**src/rtl/zc_timer_pkg.sv**
```systemverilog
package zc_timer_pkg;
  localparam int unsigned BIT_EN     = 5;
  localparam int unsigned BIT_RELOAD = 2;
  localparam int unsigned BIT_ZIEN   = 1;
  localparam int unsigned BIT_PEND   = 0;

  typedef struct packed {
    logic en;
    logic reload;
    logic zien;
  } ctrl_t;
endpackage

```
**src/rtl/zc_timer_regif.sv**
```systemverilog
module zc_timer_regif
  import zc_timer_pkg::*;
#(
  parameter int unsigned ADDR_W   = 4,
  parameter int unsigned DATA_W   = 32,
  parameter int unsigned CNT_W    = 24,
  parameter int unsigned CTRL_OFS = 0,
  parameter int unsigned VAL_OFS  = 4
) (
  input  logic              clk_i,
  input  logic              rst_ni,
  input  logic              sel_i,
  input  logic              we_i,
  input  logic [ADDR_W-1:0] addr_i,
  input  logic [DATA_W-1:0] wdata_i,
  input  logic [CNT_W-1:0]  count_i,
  input  logic              pend_i,
  output ctrl_t             ctrl_o,
  output logic              ctrl_wr_o,
  output logic              val_wr_o,
  output logic [DATA_W-1:0] rdata_o
);
  localparam logic [ADDR_W-1:0] CTRL_A = ADDR_W'(CTRL_OFS);
  localparam logic [ADDR_W-1:0] VAL_A  = ADDR_W'(VAL_OFS);

  ctrl_t ctrl_q;

  assign ctrl_wr_o = sel_i && we_i && (addr_i == CTRL_A);
  assign val_wr_o  = sel_i && we_i && (addr_i == VAL_A);

  always_ff @(posedge clk_i or negedge rst_ni) begin
    if (!rst_ni) begin
      ctrl_q <= '0;
    end else if (ctrl_wr_o) begin
      ctrl_q.en     <= wdata_i[BIT_EN];
      ctrl_q.reload <= wdata_i[BIT_RELOAD];
      ctrl_q.zien   <= wdata_i[BIT_ZIEN];
    end
  end

  assign ctrl_o = ctrl_q;

  always_comb begin
    rdata_o = '0;
    if (addr_i == CTRL_A) begin
      rdata_o[BIT_EN]     = ctrl_q.en;
      rdata_o[BIT_RELOAD] = ctrl_q.reload;
      rdata_o[BIT_ZIEN]   = ctrl_q.zien;
      rdata_o[BIT_PEND]   = pend_i;
    end else if (addr_i == VAL_A) begin
      rdata_o[CNT_W-1:0]  = count_i;
    end
  end
endmodule

```
**src/rtl/zc_timer_counter.sv**
```systemverilog
module zc_timer_counter #(
  parameter int unsigned CNT_W = 24
) (
  input  logic             clk_i,
  input  logic             rst_ni,
  input  logic             en_i,
  input  logic             reload_i,
  input  logic             tick_i,
  input  logic             load_i,
  input  logic [CNT_W-1:0] load_val_i,
  output logic [CNT_W-1:0] count_o,
  output logic [CNT_W-1:0] reload_val_o,
  output logic             zero_hit_o
);
  localparam logic [CNT_W-1:0] ONE = CNT_W'(1);

  logic [CNT_W-1:0] count_q, rl_q;
  logic             step, at_zero, accept;

  assign accept     = load_i && !en_i;
  assign step       = en_i && tick_i;
  assign at_zero    = (count_q == '0);
  assign zero_hit_o = step && (count_q == ONE);

  always_ff @(posedge clk_i or negedge rst_ni) begin
    if (!rst_ni) begin
      count_q <= '0;
      rl_q    <= '0;
    end else if (accept) begin
      count_q <= load_val_i;
      rl_q    <= load_val_i;
    end else if (step) begin
      if (!at_zero)      count_q <= count_q - ONE;
      else if (reload_i) count_q <= rl_q;
    end
  end

  assign count_o      = count_q;
  assign reload_val_o = rl_q;
endmodule

```
**src/rtl/zc_timer_irq.sv**
```systemverilog
module zc_timer_irq (
  input  logic clk_i,
  input  logic rst_ni,
  input  logic zien_i,
  input  logic zero_hit_i,
  input  logic clr_i,
  output logic pend_o
);
  logic pend_q;

  always_ff @(posedge clk_i or negedge rst_ni) begin
    if (!rst_ni)                   pend_q <= 1'b0;
    else if (zero_hit_i && zien_i) pend_q <= 1'b1;  // set wins over clear
    else if (clr_i)                pend_q <= 1'b0;
  end

  assign pend_o = pend_q;
endmodule

```
**src/rtl/zc_timer.sv**
```systemverilog
module zc_timer
  import zc_timer_pkg::*;
#(
  parameter int unsigned ADDR_W = 4,
  parameter int unsigned DATA_W = 32,
  parameter int unsigned CNT_W  = 24
) (
  input  logic              clk_i,
  input  logic              rst_ni,
  input  logic              tick_i,
  input  logic              sel_i,
  input  logic              we_i,
  input  logic [ADDR_W-1:0] addr_i,
  input  logic [DATA_W-1:0] wdata_i,
  output logic [DATA_W-1:0] rdata_o,
  output logic              irq_o
);
  ctrl_t            ctrl;
  logic             ctrl_wr, val_wr, zero_hit, pend;
  logic [CNT_W-1:0] count, reload_val;
  logic             en_w, reload_w, zien_w;

  assign en_w     = ctrl.en;
  assign reload_w = ctrl.reload;
  assign zien_w   = ctrl.zien;

  zc_timer_regif #(
    .ADDR_W(ADDR_W), .DATA_W(DATA_W), .CNT_W(CNT_W)
  ) u_regif (
    .clk_i(clk_i), .rst_ni(rst_ni), .sel_i(sel_i), .we_i(we_i),
    .addr_i(addr_i), .wdata_i(wdata_i), .count_i(count), .pend_i(pend),
    .ctrl_o(ctrl), .ctrl_wr_o(ctrl_wr), .val_wr_o(val_wr), .rdata_o(rdata_o)
  );

  zc_timer_counter #(.CNT_W(CNT_W)) u_counter (
    .clk_i(clk_i), .rst_ni(rst_ni), .en_i(en_w), .reload_i(reload_w),
    .tick_i(tick_i), .load_i(val_wr), .load_val_i(wdata_i[CNT_W-1:0]),
    .count_o(count), .reload_val_o(reload_val), .zero_hit_o(zero_hit)
  );

  zc_timer_irq u_irq (
    .clk_i(clk_i), .rst_ni(rst_ni), .zien_i(zien_w), .zero_hit_i(zero_hit),
    .clr_i(ctrl_wr && wdata_i[BIT_PEND]), .pend_o(pend)
  );

  assign irq_o = pend;
endmodule

```
**config.mk**
```make
export PLATFORM = sky130hd
export DESIGN_NAME = zc_timer
export DESIGN_NICKNAME = d
export VERILOG_FILES = /design/src/rtl/zc_timer_pkg.sv /design/src/rtl/zc_timer_regif.sv /design/src/rtl/zc_timer_counter.sv /design/src/rtl/zc_timer_irq.sv /design/src/rtl/zc_timer.sv
export SDC_FILE = /design/constraint.sdc
export NUM_CORES = 1
export LEC_CHECK = 0
export BUFFER_PORTS_ARGS = -buffer_cell sky130_fd_sc_hd__buf_2
export CAP_MARGIN = 5
export CELL_PAD_IN_SITES_DETAIL_PLACEMENT = 0
export CELL_PAD_IN_SITES_GLOBAL_PLACEMENT = 1
export CORE_UTILIZATION = 40
export CTS_BUF_LIST = sky130_fd_sc_hd__clkbuf_2
export DETAILED_ROUTE_END_ITERATION = 6
export PLACE_DENSITY_LB_ADDON = 0.1
export SLEW_MARGIN = 20
export SYNTH_ARGS = -nofsm -noshare
export SYNTH_HDL_FRONTEND = slang
export SYNTH_HIERARCHICAL = 1
export SYNTH_SLANG_ARGS = --single-unit
export TNS_END_PERCENT = 5
```
**constraint.sdc**
```tcl
create_clock -name clk_i -period 2.95 [get_ports clk_i]
set_input_delay 0.59 -clock clk_i [delete_from_list [all_inputs] [get_ports clk_i]]
set_output_delay 0.59 -clock clk_i [all_outputs]
set_load 0.01 [all_outputs]
```
==> results.md <==
* Outcome: completed
* Max-slew headroom at 53.36%
* Worst skew pair latency at 460 ps
* Register area share after synthesis at 39.92%
* Post-CTS Hold Buffers at 0
* Top FF cell, synth: dfrtp_1
* Adder-cell area share of the yosys netlist at around 1.2%
* WS Path Type: flop to flop
* CTS tree: built
* Async set or reset register ratio after synthesis at between 90% and 100%
* RSZ-0062 raised after global routing: no
* Initial Util at 41.75%
* Largest family of logic cells by synthesized area: simple AND/OR/NAND/NOR gates
* Final hold vios at 0
* Synth cell types at 56
* Post-CTS Setup Bufs at 0
* Minimum clock period at ~2500 ps
* Antenna diodes at 0
* Number of synthesized flops with an enable pin at 0
* I/O Pins at 74
* GR Util All Layers at 21.22%
* PwrDens at between 600 and 700 nW/um2
* Worst Tran Pin Value at ~700 ps
* Clock tree buffer depth at 2
* Synth Area in Simple Gates at between 30% and 40%
* Avg WL per Cell at between 15 and 20 um
* Post-DR vias/cell at 5.256
* Final Max Tran Viols at 0
* CTS Sinks at 52
* Initial DRC count at 154
* Syn. warnings at 6
* Critical path fanouts, max at 12
* Row Count at 32
* Hold Path Class: input pin to async pin
* Leakage at ~1.7 nW
* # fillers at just over 800
* Crit end category: flop
* CP startpoint kind: flop
* Power, Total at around 2.4 mW
* Final ANT Viol Nets at 0
* Grt ovf at 0
* Core Region at about 7800 um2
* Max_cap viols at 0
* Post-synthesis cell area at around 3300 um2
* Post-Syn Instances at between 300 and 400
* DR vias at around 2800
* WP data arrival at around 2900 ps
* Hpwl dp at approximately 6000 um
* Die Area at approximately 8500 um2
* Clk Tree Root Cell: clkbuf_2
* # DRC at 0
* Total length of routed wires at about 8400 um
* # resized after CTS at 0
* Synthesized area per cell at approximately 8.6 um2
* XOR/XNOR Fraction of Synth Area at under 10%
* Layout cells sized above 1 at a little under a quarter
* Worst Path Required at ~3300 ps
* Synth Area in Compound Gates at between 10% and 20%
* Worst-path clk slew at 280 ps
* Htree depth at 2
* Mux cell area share after synthesis at under 10%
* Initial antenna violation count at 0
* Number of global-route vias before repair at 2675
* CTS Buf Count at 5
* Fmax achieved at ~400 MHz
* Die height at just over 90 um
* Setup TNS at 0 ps
* Endpoints failing setup at 0
* VDD IR max at 0.0002580 V
* Die X-Extent at around 92 um
* Worst-case clock skew at 28.22 ps
* Fin nets at 480
* Synthesized flop and latch total at between 50 and 60
* Pin count of the biggest net entering global routing at 53
* First-pass GRT wire length at between 10000 and 15000 um
* Port bufs at 57
* RePlAce Congestion at 0.7977
* Synth-to-Final Area Change at 13.17%
* First drt pass iteration count at 4
* Crit share post-route at 85.13%
[cell families after synthesis]
family / count (synthesis)
DFF: 52
xor gates and xnor gates: 16
and+or+nand+nor: 196
adders and majority gates: 3
buffers and inverters: 38
AOI/OAI and AO/OA: 64
other: 1
muxes: 8
[final cells by class]
cell class	instances	area [um2]	area share, %
repair buffers	75	420.4	11.40
flip-flops and latches	52	1301	35.28
well taps	102	127.6	3.460
clock buffers	6	30.03	0.8141
clock inverters	2	11.26	0.3053
inverters	7	26.28	0.7123
multi-input cells	295	1772	48.03
[synthesized netlist by cell type (all sizes together) (2+ instances only)]
cell	instances	area share (%)
mux2i	4	1.2
mux2	4	1.5
or3	4	0.77
inv	7	0.81
a211o	2	0.54
clkbuf	11	1.3
a31oi	14	2.7
nor2	31	3.6
a211oi	3	0.69
dfrtp	52	40
a221o	3	0.92
xor2	7	1.9
nand3	12	2.0
o311ai	2	0.54
nand2	96	11
nand4b	2	0.54
o31ai	2	0.46
buf	20	4.5
nand4	5	1.4
nor4	9	3.8
o21ai	9	1.5
ha	3	1.2
nor3	7	1.6
nor2b	2	0.38
and2	23	4.4
xnor2	9	2.4
a21oi	7	1.1
o211ai	14	3.4
[critical path: stages, from the launching register on]
cell	delay (ps)
dfrtp_1	550
nor4_4	480
nand3_2	170
o41ai_4	350
and2_1	500
a211oi_1	90
a221o_1	270
[flip-flops by register name (all words and copies together), names as in the netlist]
name and count:
u_counter/count_o 24, u_counter/reload_val_o 24, u_irq/pend_o 1, u_regif/ctrl_o 3
[metal layers]
| layer | track usage (%) | share of wire, % | up-vias |
|---|---|---|---|
| li1 | - | - | 1404 |
| met2 | 33.58 | 47 | 75 |
| met5 | 0 | 0 | - |
| met3 | 3.151 | 4.4 | 8 |
| met4 | 3.906 | 1.0 | 0 |
| met1 | 30.89 | 48 | 1346 |
[power breakdown]
group / switching, mW / internal, mW / leakage [nW]
clock: 0.240 / 0.0589 / 0.0266
sequential: 0.315 / 0.910 / 0.638
combinational: 0.425 / 0.403 / 1.05
total: 0.980 / 1.37 / 1.72
[layout by cell type, fill, tap and decap left out, drive strengths merged, types with 2 or more instances in the layout]
cell type / synthesis / layout
nand2: 96 / 96
buf: 20 / 75
nor4: 9 / 9
a211oi: 3 / 3
ha: 3 / 3
nor3: 7 / 7
nand4b: 2 / 2
clkbuf: 11 / 6
o21ai: 9 / 9
o311ai: 2 / 2
conb: 1 / 8
o31ai: 2 / 2
and2: 23 / 23
nand4: 5 / 5
o211ai: 14 / 14
xnor2: 9 / 9
inv: 7 / 7
nand3: 12 / 12
a21oi: 7 / 7
a211o: 2 / 2
mux2i: 4 / 4
a221o: 3 / 3
nor2b: 2 / 2
nor2: 31 / 31
dfrtp: 52 / 52
or3: 4 / 4
xor2: 7 / 7
mux2: 4 / 4
a31oi: 14 / 14
[worst paths after layout]
check / startpoint / to / slack (ps) / cells past startpoint
max: u_counter/count_o[15] / u_counter/count_o[19] / 440 / 6
min: rst_ni / u_counter/reload_val_o[9] / 200 / 2
max reg2reg: u_counter/count_o[15] / u_counter/count_o[19] / 440 / 6
min reg2reg: u_counter/reload_val_o[19] / u_counter/reload_val_o[19] / 510 / 2
max in group asynchronous: rst_ni / u_counter/count_o[8] / 2270 / 2
min in group clk_i: wdata_i[13] / u_counter/reload_val_o[13] / 320 / 3
[through the flow]
stage                     std cells  utilization, %  hold slack, ps  instance area, um2  worst slack [ps]
after floorplan                 385               -           294.4                3286             507.8
after global placement          531           46.71           453.5                3647             349.9
after detailed placement        531           46.71           456.8                3647             335.2
after CTS                       539           47.24           211.0                3689             404.4
after global routing            539           47.24           209.9                3689             233.4
final                           539           47.24           203.9                3689             438.7
(Power assumes the default switching activity.)
